**config.mk**
```make
export PLATFORM = sky130hd
export DESIGN_NAME = edge_irq_ctrl
export DESIGN_NICKNAME = d
export VERILOG_FILES = /design/src/rtl/edge_irq_pkg.sv /design/src/rtl/edge_sync_detect.sv /design/src/rtl/trig_cfg.sv /design/src/rtl/core_ctx.sv /design/src/rtl/edge_irq_ctrl.sv
export SDC_FILE = /design/constraint.sdc
export NUM_CORES = 1
export LEC_CHECK = 0
export ABC_CLOCK_PERIOD_IN_PS = 2100
export CAP_MARGIN = 20
export CORE_MARGIN = 2
export CORE_UTILIZATION = 38
export CTS_CLUSTER_SIZE = 14
export DETAILED_ROUTE_END_ITERATION = 10
export GPL_TIMING_DRIVEN = 0
export PLACE_DENSITY_LB_ADDON = 0.2
export SYNTH_ARGS = -nofsm -noshare
export SYNTH_HDL_FRONTEND = slang
export SYNTH_SLANG_ARGS = --single-unit
```
**constraint.sdc**
```tcl
create_clock -name clk -period 2.1 [get_ports clk]
set_input_delay 0.21 -clock clk [delete_from_list [all_inputs] [get_ports clk]]
set_output_delay 0.21 -clock clk [all_outputs]
set_load 0.01 [all_outputs]
```
**src/rtl/edge_irq_pkg.sv**
```systemverilog
// Shared register indices and address type for the edge interrupt controller.
package edge_irq_pkg;
    localparam int ADDR_W = 4;
    typedef logic [ADDR_W-1:0] reg_addr_t;

    localparam reg_addr_t REG_RISE    = 4'd0;
    localparam reg_addr_t REG_FALL    = 4'd1;
    localparam reg_addr_t REG_SWTRIG  = 4'd2;
    localparam reg_addr_t REG_IMASK_A = 4'd3;  // core contexts are three words each
    localparam reg_addr_t REG_EMASK_A = 4'd4;
    localparam reg_addr_t REG_PEND_A  = 4'd5;
    localparam reg_addr_t REG_IMASK_B = 4'd6;
    localparam reg_addr_t REG_EMASK_B = 4'd7;
    localparam reg_addr_t REG_PEND_B  = 4'd8;
    localparam int        CTX_STRIDE  = 3;
endpackage

```
**src/rtl/edge_sync_detect.sv**
```systemverilog
// Synchronizes asynchronous lines with two flops and flags single-cycle
// rising and falling transitions against the last sampled level.
// Assumes each input stays stable for at least two clocks between changes.
module edge_sync_detect #(
    parameter int N = 32
) (
    input  logic         clk,
    input  logic         rst_n,
    input  logic [N-1:0] pin,
    output logic [N-1:0] rise,
    output logic [N-1:0] fall
);
    logic [N-1:0] meta_q, sync_q, last_q;

    // Synchronizer chain plus the previous-level register.
    always_ff @(posedge clk) begin
        if (!rst_n) begin
            meta_q <= '0;
            sync_q <= '0;
            last_q <= '0;
        end else begin
            meta_q <= pin;
            sync_q <= meta_q;
            last_q <= sync_q;
        end
    end

    assign rise = sync_q & ~last_q;
    assign fall = ~sync_q & last_q;
endmodule

```
**src/rtl/trig_cfg.sv**
```systemverilog
// Holds per-line rising/falling enables and merges qualified edges with
// software triggers into one per-line hit vector. Software trigger writes
// act only in the cycle of the write and are not stored.
module trig_cfg
    import edge_irq_pkg::*;
#(
    parameter int N = 32
) (
    input  logic         clk,
    input  logic         rst_n,
    input  logic         we,
    input  reg_addr_t    addr,
    input  logic [N-1:0] wdata,
    input  logic [N-1:0] rise,
    input  logic [N-1:0] fall,
    output logic [N-1:0] rise_en,
    output logic [N-1:0] fall_en,
    output logic [N-1:0] hit
);
    logic [N-1:0] sw_pulse;

    // Edge-enable registers.
    always_ff @(posedge clk) begin
        if (!rst_n) begin
            rise_en <= '0;
            fall_en <= '0;
        end else if (we) begin
            if (addr == REG_RISE) rise_en <= wdata;
            if (addr == REG_FALL) fall_en <= wdata;
        end
    end

    // Software trigger is a write-cycle pulse; qualified edges join it.
    always_comb begin
        sw_pulse = (we && addr == REG_SWTRIG) ? wdata : '0;
        hit      = (rise & rise_en) | (fall & fall_en) | sw_pulse;
    end
endmodule

```
**src/rtl/core_ctx.sv**
```systemverilog
// One core's interrupt mask, event mask and pending register, with its
// interrupt level and registered one-cycle event pulse. Pending bits are
// write-1-to-clear; a same-cycle hit overrides a clear.
module core_ctx
    import edge_irq_pkg::*;
#(
    parameter int              N          = 32,
    parameter logic [N-1:0]    EVT_OK     = '1,
    parameter reg_addr_t       IMASK_ADDR = REG_IMASK_A,
    parameter reg_addr_t       EMASK_ADDR = REG_EMASK_A,
    parameter reg_addr_t       PEND_ADDR  = REG_PEND_A
) (
    input  logic         clk,
    input  logic         rst_n,
    input  logic         we,
    input  reg_addr_t    addr,
    input  logic [N-1:0] wdata,
    input  logic [N-1:0] hit,
    output logic [N-1:0] imask,
    output logic [N-1:0] emask,
    output logic [N-1:0] pend,
    output logic         irq,
    output logic         evt
);
    logic [N-1:0] clr;

    // Decode the clear mask for this core's pending register.
    always_comb clr = (we && addr == PEND_ADDR) ? wdata : '0;

    // Mask registers; unsupported event lines are forced off.
    always_ff @(posedge clk) begin
        if (!rst_n) begin
            imask <= '0;
            emask <= '0;
        end else if (we) begin
            if (addr == IMASK_ADDR) imask <= wdata;
            if (addr == EMASK_ADDR) emask <= wdata & EVT_OK;
        end
    end

    // Pending update: clear first, then new masked hits set.
    always_ff @(posedge clk) begin
        if (!rst_n) pend <= '0;
        else        pend <= (pend & ~clr) | (hit & imask);
    end

    // Event pulse, one clock per qualifying cycle.
    always_ff @(posedge clk) begin
        if (!rst_n) evt <= 1'b0;
        else        evt <= |(hit & emask);
    end

    assign irq = |(pend & imask);
endmodule

```
**src/rtl/edge_irq_ctrl.sv**
```systemverilog
// Top of the edge interrupt/event controller: line synchronizer, shared
// trigger configuration, two generated core contexts and a read mux.
// Assumes a single-cycle write bus and combinational reads.
module edge_irq_ctrl
    import edge_irq_pkg::*;
#(
    parameter int NUM_LINES    = 32,
    parameter int NO_EVT_LINES = 8
) (
    input  logic                 clk,
    input  logic                 rst_n,
    input  logic [NUM_LINES-1:0] line_in,
    input  logic                 bus_we,
    input  logic [ADDR_W-1:0]    bus_addr,
    input  logic [NUM_LINES-1:0] bus_wdata,
    output logic [NUM_LINES-1:0] bus_rdata,
    output logic                 irq_a,
    output logic                 evt_a,
    output logic                 irq_b,
    output logic                 evt_b
);
    localparam logic [NUM_LINES-1:0] EVT_CAPABLE = {NUM_LINES{1'b1}} >> NO_EVT_LINES;
    localparam int NCORE = 2;

    logic [NUM_LINES-1:0] rise, fall, hit, rise_en, fall_en;
    logic [NUM_LINES-1:0] imask_v [NCORE];
    logic [NUM_LINES-1:0] emask_v [NCORE];
    logic [NUM_LINES-1:0] pend_v  [NCORE];
    logic [NCORE-1:0]     irq_v, evt_v;
    logic [NUM_LINES-1:0] pend_a, pend_b, imask_a, emask_a;

    edge_sync_detect #(.N(NUM_LINES)) u_sync (
        .clk(clk), .rst_n(rst_n), .pin(line_in), .rise(rise), .fall(fall)
    );

    trig_cfg #(.N(NUM_LINES)) u_trig (
        .clk(clk), .rst_n(rst_n), .we(bus_we), .addr(bus_addr),
        .wdata(bus_wdata), .rise(rise), .fall(fall),
        .rise_en(rise_en), .fall_en(fall_en), .hit(hit)
    );

    for (genvar c = 0; c < NCORE; c++) begin : g_core
        localparam reg_addr_t BASE = reg_addr_t'(int'(REG_IMASK_A) + CTX_STRIDE * c);
        core_ctx #(
            .N(NUM_LINES), .EVT_OK(EVT_CAPABLE),
            .IMASK_ADDR(BASE), .EMASK_ADDR(BASE + 4'd1), .PEND_ADDR(BASE + 4'd2)
        ) u_ctx (
            .clk(clk), .rst_n(rst_n), .we(bus_we), .addr(bus_addr),
            .wdata(bus_wdata), .hit(hit),
            .imask(imask_v[c]), .emask(emask_v[c]), .pend(pend_v[c]),
            .irq(irq_v[c]), .evt(evt_v[c])
        );
    end

    assign irq_a   = irq_v[0];
    assign evt_a   = evt_v[0];
    assign irq_b   = irq_v[1];
    assign evt_b   = evt_v[1];
    assign pend_a  = pend_v[0];
    assign pend_b  = pend_v[1];
    assign imask_a = imask_v[0];
    assign emask_a = emask_v[0];

    // Register read mux; the trigger register and unused indices read zero.
    always_comb begin
        case (bus_addr)
            REG_RISE:    bus_rdata = rise_en;
            REG_FALL:    bus_rdata = fall_en;
            REG_IMASK_A: bus_rdata = imask_v[0];
            REG_EMASK_A: bus_rdata = emask_v[0];
            REG_PEND_A:  bus_rdata = pend_v[0];
            REG_IMASK_B: bus_rdata = imask_v[1];
            REG_EMASK_B: bus_rdata = emask_v[1];
            REG_PEND_B:  bus_rdata = pend_v[1];
            default:     bus_rdata = '0;
        endcase
    end
endmodule

```
==> results.json, run 1 <==
{
  "cp_slowest_stage_delay_ns": 0.54,
  "final_area_um2": 17500,
  "post-route-util_pct": 46.9,
  "leakage_nw": 6.13,
  "antennaDiodeCount": 0,
  "cts_htree_levels": 2,
  "routedWlPerCell_um": 26.0,
  "cts_tree": "done",
  "number_of_drc_markers_in_iteration_0": 1776,
  "die_x_um": 198,
  "synth.yosys.seq_area_share_pct": 47.3,
  "worstSetupPathType": "flop to output pin",
  "wire_length_of_the_first_global_routing_pass_um": 87700,
  "end_kind": "output pin",
  "core_region_area_um2": 37400,
  "ys_seq_elements": 338,
  "floorplan.die.height_um": 198,
  "fillCellCount": 3600,
  "totalNegativeSetupSlack_ns": -0.692,
  "place_area_um2": 15700,
  "grt_overflow": 0,
  "fraction_of_power_consumed_by_sequential_logic_pct": 46.8,
  "synth_compound_gate_area_share_pct": 24.5,
  "yosys.area_share.adder_pct": 0,
  "p_comb_share_pct": 5.8,
  "clk_pin_slew_ns": 0.05,
  "setup_viol": 2,
  "place.port_buffers": 77,
  "hpwlAfterDp_um": 43100,
  "avgViaCountPerCell": 5.85,
  "area_of_the_mapped_netlist_um2": 14300,
  "firstDrtPassIters": 7,
  "netlist.area_leader.share_pct": 47.3,
  "mappedNetlistNets": 1743,
  "timing.critical_path.cells": "a22o_4 > a221oi_2 > nand3_2 > or4_4 > buf_6",
  "drive_above_1_share_pct": 9.08,
  "finalWirelength_um": 61200,
  "ir_drop_uv": 565,
  "clockBufferDepth": 3,
  "design.portCount": 107,
  "stdcell_count": 2350,
  "postLayoutSetupSlackWorst_ns": -0.354,
  "row_count": 71,
  "remaining_drc_errors": 0,
  "placement.setup.worst_slack_ns": -1.02,
  "clock-sinks": 338,
  "worst_ep_required_time_ns": 1.89,
  "fin_crit_ns": 2.45,
  "via_count_of_the_first_global_routing_pass": 12706,
  "switching_part_of_the_total_power_pct": 24.1,
  "synth_largest_area_cell": "sky130_fd_sc_hd__dfxtp_1",
  "critPathArrivalTime_ns": 2.24,
  "finalCritPeriodShare_pct": 117,
  "worst_setup_path_start_kind": "flop",
  "maxCapViolCount": 0,
  "fp.dieArea_um2": 39200,
  "slew-limit-headroom_pct": 31.4,
  "floorplan.initialDensity_pct": 38.3,
  "syn_avg_cell_area_um2": 8.56,
  "clock_insertion_delay_worst_skew_ns": 0.57,
  "slew_violations": 0,
  "area_delta_synth_final_pct": 22.5,
  "cts.root.buffer_cell": "sky130_fd_sc_hd__clkbuf_16",
  "crit_path_top_delay_cell": "sky130_fd_sc_hd__or4_4",
  "grt_start_max_net_pins": 13,
  "area_share_of_xor_xnor_cells_in_the_synthesized_design_pct": 0,
  "track_usage_pct": 31.1,
  "relative_contribution_of_the_clock_network_to_total_power_pct": 47.4,
  "synth_area_leaders": "sky130_fd_sc_hd__dfxtp_1 (47%), sky130_fd_sc_hd__nand2_1 (12%), sky130_fd_sc_hd__a22oi_1 (12%)",
  "worst_pin_slew_ns": 1.03,
  "initial_antenna_violation_count": 1,
  "dr_total_vias": 13754,
  "number_of_nets_with_antenna_violations_after_detailed_routing": 0,
  "max_freq_mhz": 408,
  "netlist_instances": 1672,
  "path_max_fanout": 4,
  "synth_warnings": 0,
  "synth_cell_types": 30,
  "outcome": "finished, violations left",
  "placedCellCount": 2260,
  "synth_simple_gate_area_share_pct": 24.2,
  "hold_viol": 0,
  "total_power_per_unit_cell_area_nw_per_um2": 807,
  "p_switching_mw": 3.41,
  "nets": 1884,
  "hold_class": "primary input to flop",
  "holdBufCountCts": 0,
  "violations": "negative setup slack",
  "clock_skew_after_layout_ns": 0.0158,
  "dominant_combinational_cell_family_by_area_after_synthesis": "compound AO/OA/AOI/OAI gates",
  "internal_power_mw": 10.7,
  "finalWeightedCongestion": 1.00,
  "rsz0062_at_grt": "yes",
  "synthMuxAreaShare_pct": 0,
  "cts_inserted_buffers": 40
}
routing by layer:
metal | vias up | GRT usage (%) | part of all wire (%)
met2 | 836 | 48.0 | 44
met3 | 180 | 7.39 | 10
met1 | 6648 | 41.4 | 41
met4 | 0 | 13.9 | 4.8
li1 | 6090 | - | -
met5 | - | 0 | 0
synthesized netlist by cell type:
master,count
sky130_fd_sc_hd__a21boi_0,155
sky130_fd_sc_hd__a21boi_1,21
sky130_fd_sc_hd__a21o_1,24
sky130_fd_sc_hd__a221oi_1,4
sky130_fd_sc_hd__a222oi_1,1
sky130_fd_sc_hd__a22o_1,4
sky130_fd_sc_hd__a22oi_1,230
sky130_fd_sc_hd__and2_0,4
sky130_fd_sc_hd__and2_1,100
sky130_fd_sc_hd__buf_2,27
sky130_fd_sc_hd__buf_4,3
sky130_fd_sc_hd__buf_6,2
sky130_fd_sc_hd__clkbuf_1,105
sky130_fd_sc_hd__dfxtp_1,338
sky130_fd_sc_hd__nand2_1,464
sky130_fd_sc_hd__nand2b_1,1
sky130_fd_sc_hd__nand2b_4,1
sky130_fd_sc_hd__nand3_1,12
sky130_fd_sc_hd__nand3b_1,33
sky130_fd_sc_hd__nand4_1,34
sky130_fd_sc_hd__nor2_2,2
sky130_fd_sc_hd__nor2b_1,64
sky130_fd_sc_hd__nor3_2,4
sky130_fd_sc_hd__nor3b_4,1
sky130_fd_sc_hd__nor4_4,1
sky130_fd_sc_hd__nor4b_4,1
sky130_fd_sc_hd__o211ai_1,8
sky130_fd_sc_hd__o21ai_0,24
sky130_fd_sc_hd__o31a_1,2
sky130_fd_sc_hd__or4_1,2
critical path: cells and delay by family (launching register included):
family,cells,cell delay (ns)
AO/OA/AOI/OAI,2,0.47
buffers and inverters,1,0.14
flip-flops,1,0.37
AND/OR/NAND/NOR,2,0.70
state kept, by name (all words and copies together), names as in the netlist:
name                flops
g_core.u_ctx.emask     48
g_core.u_ctx.evt        2
g_core.u_ctx.imask     64
g_core.u_ctx.pend      64
u_sync.last_q          32
u_sync.meta_q          32
u_sync.sync_q          32
u_trig.fall_en         32
u_trig.rise_en         32
power by group through the flow:
stage	clock network [mW]	registers, mW	logic [mW]
3_3_place_gp	0	6.75	0.747
2_1_floorplan	0	6.72	0.385
6_report	6.70	6.61	0.825
5_1_grt	7.03	6.62	0.863
3_5_place_dp	0	6.75	0.753
4_1_cts	6.75	6.61	0.808
cells in the final DEF, fill, tap and decap left out, types with 33 or more instances in the layout:
cell / count
sky130_fd_sc_hd__nand2_1: 463
sky130_fd_sc_hd__dfxtp_1: 331
sky130_fd_sc_hd__a22oi_1: 224
sky130_fd_sc_hd__a21boi_0: 155
sky130_fd_sc_hd__and2_1: 100
sky130_fd_sc_hd__clkbuf_1: 95
sky130_fd_sc_hd__nor2b_1: 64
sky130_fd_sc_hd__clkbuf_16: 47
sky130_fd_sc_hd__clkdlybuf4s50_1: 42
sky130_fd_sc_hd__nand4_1: 34
sky130_fd_sc_hd__nand3b_1: 33
cell families after synthesis:
kind of cell | after synthesis
buf+inv | 137
compound gates | 473
flops | 338
simple gates | 724
worst paths after layout:
kind                                          startpoint                                     to  slack (ns)  depth (start not counted)
hold / removal                              bus_wdata[6]  g_core[0].u_ctx.emask[6]$_SDFFE_PN0P_        0.05                          3
hold reg to reg             u_sync.meta_q[20]$_SDFF_PN0_           u_sync.sync_q[20]$_SDFF_PN0_        0.42                          1
setup / recovery  g_core[0].u_ctx.imask[18]$_SDFFE_PN0P_                                  irq_a       -0.35                          5
setup reg to reg          u_trig.fall_en[4]$_SDFFE_PN0P_         g_core[1].u_ctx.evt$_SDFF_PN0_        0.12                          6
through the flow:
stage / hold slack (ns) / power [mW]
final: 0.0479 / 14.1
after global routing: 0.0732 / 14.5
after CTS: 0.0370 / 14.2
after detailed placement: 0.415 / 7.50
after global placement: 0.412 / 7.50
after floorplan: 0.337 / 7.10
final cells by class:
cell class | instances | area, µm² | share of cell area (%)
tap | 511 | 639 | 3.65
buffer | 137 | 870 | 4.96
clock inverter | 6 | 41.3 | 0.236
sequential | 338 | 6780 | 38.7
timing repair buffer | 99 | 905 | 5.16
clock buffer | 62 | 1190 | 6.82
multi-input combinational | 1197 | 7100 | 40.5
repair_timing:
item	CTS	global route
setup buffers	20	0
gates cloned	2	0
endpoints found under the setup margin	36	5
gates resized for setup	143	6
pin swaps	14	3
Note: power is estimated with default switching activity, not from simulation.
==> inputs of run 2 (changes only) <==
--- a/config.mk
+++ b/config.mk
@@ -5,12 +5,13 @@
 export SDC_FILE = /design/constraint.sdc
 export NUM_CORES = 1
 export LEC_CHECK = 0
-export ABC_CLOCK_PERIOD_IN_PS = 2100
+export ABC_CLOCK_PERIOD_IN_PS = 2200
 export CAP_MARGIN = 20
 export CORE_MARGIN = 2
 export CORE_UTILIZATION = 38
 export CTS_CLUSTER_SIZE = 14
 export DETAILED_ROUTE_END_ITERATION = 10
+export DONT_BUFFER_PORTS = 1
 export GPL_TIMING_DRIVEN = 0
 export PLACE_DENSITY_LB_ADDON = 0.2
 export SYNTH_ARGS = -nofsm -noshare
==> constraint.sdc (replaced) <==
create_clock -name clk -period 2.2 [get_ports clk]
set_input_delay 0.22 -clock clk [delete_from_list [all_inputs] [get_ports clk]]
set_output_delay 0.22 -clock clk [all_outputs]
set_load 0.01 [all_outputs]
==> run 2 against run 1 <==
The run still ends with negative setup slack left. First-iteration DRC count down 6.3%. Register-to-register slack better by 0.03 ns. Non-clock buffer count down 55. Final cell count down 2.6%. Global-route usage down 0.20 points. Sequential power down 4.5%. Clock power down 5.4%. Die area unchanged. Clock-buffer cell count down 4. Setup slack better by 0.22 ns. Combinational power down 14%. Core utilization down 2.1 points.
==> results.json, run 2 (synthesis results as in run 1) <==
{
  "outcome": "finished, violations left",
  "violations": "negative setup slack",
  "drive_above_1_share_pct": 7.71,
  "initial_antenna_violation_count": 0,
  "nets": 1828,
  "core_region_area_um2": 37400,
  "slew_violations": 0,
  "fp.dieArea_um2": 39200,
  "setup_viol": 4,
  "place.port_buffers": 0,
  "hold_class": "primary input to flop",
  "fin_crit_ns": 2.33,
  "reg.largest.list": "g_core.u_ctx.imask: 64 flops, g_core.u_ctx.pend: 64 flops, g_core.u_ctx.emask: 48 flops",
  "dr_total_vias": 13363,
  "worstReg2RegStart": "u_sync.sync_q[14]$_SDFF_PN0_",
  "cts_tree": "done",
  "cp_top_family": "simple AND/OR/NAND/NOR gates",
  "clockBufferDepth": 3,
  "critPathArrivalTime_ns": 2.11,
  "worstSetupPathType": "flop to output pin",
  "ir_drop_uv": 516,
  "via_count_of_the_first_global_routing_pass": 12629,
  "grt_overflow": 0,
  "clock_insertion_delay_worst_skew_ns": 0.57,
  "cts_htree_levels": 2,
  "routedWlPerCell_um": 26.5,
  "critPathLaunch": "g_core[0].u_ctx.imask[28]$_SDFFE_PN0P_",
  "commonest_non_fill_non_tap_cell_in_the_layout": "sky130_fd_sc_hd__nand2_1",
  "switching_part_of_the_total_power_pct": 23.7,
  "slew-limit-headroom_pct": 28.8,
  "fillCellCount": 3701,
  "cp_slowest_stage_delay_ns": 0.60,
  "hpwlAfterDp_um": 42900,
  "number_of_drc_markers_in_iteration_0": 1665,
  "firstDrtPassIters": 5,
  "placedCellCount": 2183,
  "postLayoutSetupSlackWorst_ns": -0.132,
  "clk_pin_slew_ns": 0.06,
  "fraction_of_power_consumed_by_sequential_logic_pct": 47.2,
  "row_count": 71,
  "cp-endpoint": "irq_a",
  "cts_inserted_buffers": 39,
  "hold_viol": 0,
  "place_area_um2": 15000,
  "worst_pin_slew_ns": 1.07,
  "crit-reg2reg-capture": "g_core[1].u_ctx.evt$_SDFF_PN0_",
  "final_area_um2": 16700,
  "gr_met1_demand_resource_pct": 40.8,
  "end_kind": "output pin",
  "rsz0062_at_grt": "yes",
  "finalWeightedCongestion": 0.991,
  "most-common-layout-cells": "sky130_fd_sc_hd__nand2_1 (464), sky130_fd_sc_hd__dfxtp_1 (330), sky130_fd_sc_hd__a22oi_1 (228)",
  "clock_skew_after_layout_ns": 0.0246,
  "timing.critical_path.cells": "a22o_1 > a221oi_2 > nand3_1 > or4_4",
  "post-route-util_pct": 44.7,
  "p_comb_share_pct": 5.3,
  "total_power_per_unit_cell_area_nw_per_um2": 799,
  "internal_power_mw": 10.2,
  "design.portCount": 107,
  "groute.layer.met2.usage_pct": 47.6,
  "top_usage_layer": "met2",
  "worst_setup_path_start_kind": "flop",
  "multi_input_area_um2": 7040,
  "finalWirelength_um": 60700,
  "sequential_cell_area_um2": 6780,
  "remaining_drc_errors": 0,
  "cts.root.buffer_cell": "sky130_fd_sc_hd__clkbuf_16",
  "maxCapViolCount": 0,
  "track_usage_pct": 30.9,
  "worstSetupPathDepth": 4,
  "floorplan.die.height_um": 198,
  "reg2reg_slack_ns": 0.15,
  "global_route.usage.met3_pct": 7.77,
  "cp.buffers_inverters": 0,
  "clock-sinks": 338,
  "stdcell_count": 2290,
  "worst_r2r_path_depth": 6,
  "number_of_nets_with_antenna_violations_after_detailed_routing": 0,
  "leakage_nw": 5.64,
  "crit_path_top_delay_cell": "sky130_fd_sc_hd__or4_4",
  "area_delta_synth_final_pct": 16.9,
  "path_max_fanout": 2,
  "worst_hold_path.num_cells": 4,
  "die_x_um": 198,
  "max_freq_mhz": 429,
  "p_switching_mw": 3.17,
  "worst_ep_required_time_ns": 1.98,
  "avgViaCountPerCell": 5.84,
  "wire_length_of_the_first_global_routing_pass_um": 87100,
  "floorplan.initialDensity_pct": 38.3,
  "relative_contribution_of_the_clock_network_to_total_power_pct": 47.4,
  "finalCritPeriodShare_pct": 106,
  "grt_start_max_net_pins": 13
}
run 2: worst min-delay path by stage:
stage                   from                             endpoint  slack [ns]
3_3_place_gp     line_in[19]         u_sync.meta_q[19]$_SDFF_PN0_        0.35
5_1_grt        bus_wdata[24]  g_core[0].u_ctx.pend[24]$_SDFF_PN0_        0.06
6_report       bus_wdata[25]  g_core[0].u_ctx.pend[25]$_SDFF_PN0_        0.03
3_5_place_dp     line_in[17]         u_sync.meta_q[17]$_SDFF_PN0_        0.35
4_1_cts        bus_wdata[25]  g_core[0].u_ctx.pend[25]$_SDFF_PN0_        0.02
2_1_floorplan     line_in[0]          u_sync.meta_q[0]$_SDFF_PN0_        0.35
run 2: layer usage:
metal / part of all wire (%) / routed length, µm
met1: 41 / 25200
met2: 44 / 26600
met3: 9.8 / 5920
met4: 5.0 / 3010
met5: 0 / 0
run 2: power by group through the flow:
stage	Sequential [mW]	Combinational, mW	Clock, mW
global route	6.32	0.749	6.60
floorplan	6.41	0.367	0
finish	6.31	0.713	6.34
global placement	6.44	0.619	0
CTS	6.31	0.696	6.38
detailed placement	6.44	0.622	0
run 2: final cells by class:
class                   count  share of cell area (%)
clock inverters             4                   0.269
plain buffers             137                    3.70
well taps                 511                    3.82
flip-flops and latches    338                    40.5
multi-input cells        1197                    42.1
clock buffers              58                    6.93
repair buffers             44                    2.65
diodes                      1                  0.0150
run 2: worst min-delay path, stage by stage:
cell and delay (ns):
sky130_fd_sc_hd__nand2_1 0.03, sky130_fd_sc_hd__o211ai_1 0.11, sky130_fd_sc_hd__a22oi_1 0.10, sky130_fd_sc_hd__nor2b_1 0.10
run 2: what timing repair did:
action | CTS | global route
pin swaps | 9 | 1
setup endpoints to repair | 34 | 18
resized for setup | 45 | 9
endpoints found under the hold margin | 80 | 0
hold buffers | 40 | 0
setup buffers | 3 | 1
run 2: metrics by stage:
step	worst slack (ns)	hold WS, ns	setup TNS [ns]	power [mW]
floorplan	0.578	0.347	0	6.78
global placement	-0.506	0.348	-16.36	7.06
CTS	-0.111	0.0214	-0.176	13.4
global route	-0.191	0.0564	-0.326	13.7
detailed placement	-0.471	0.350	-15.92	7.07
finish	-0.132	0.0318	-0.253	13.4
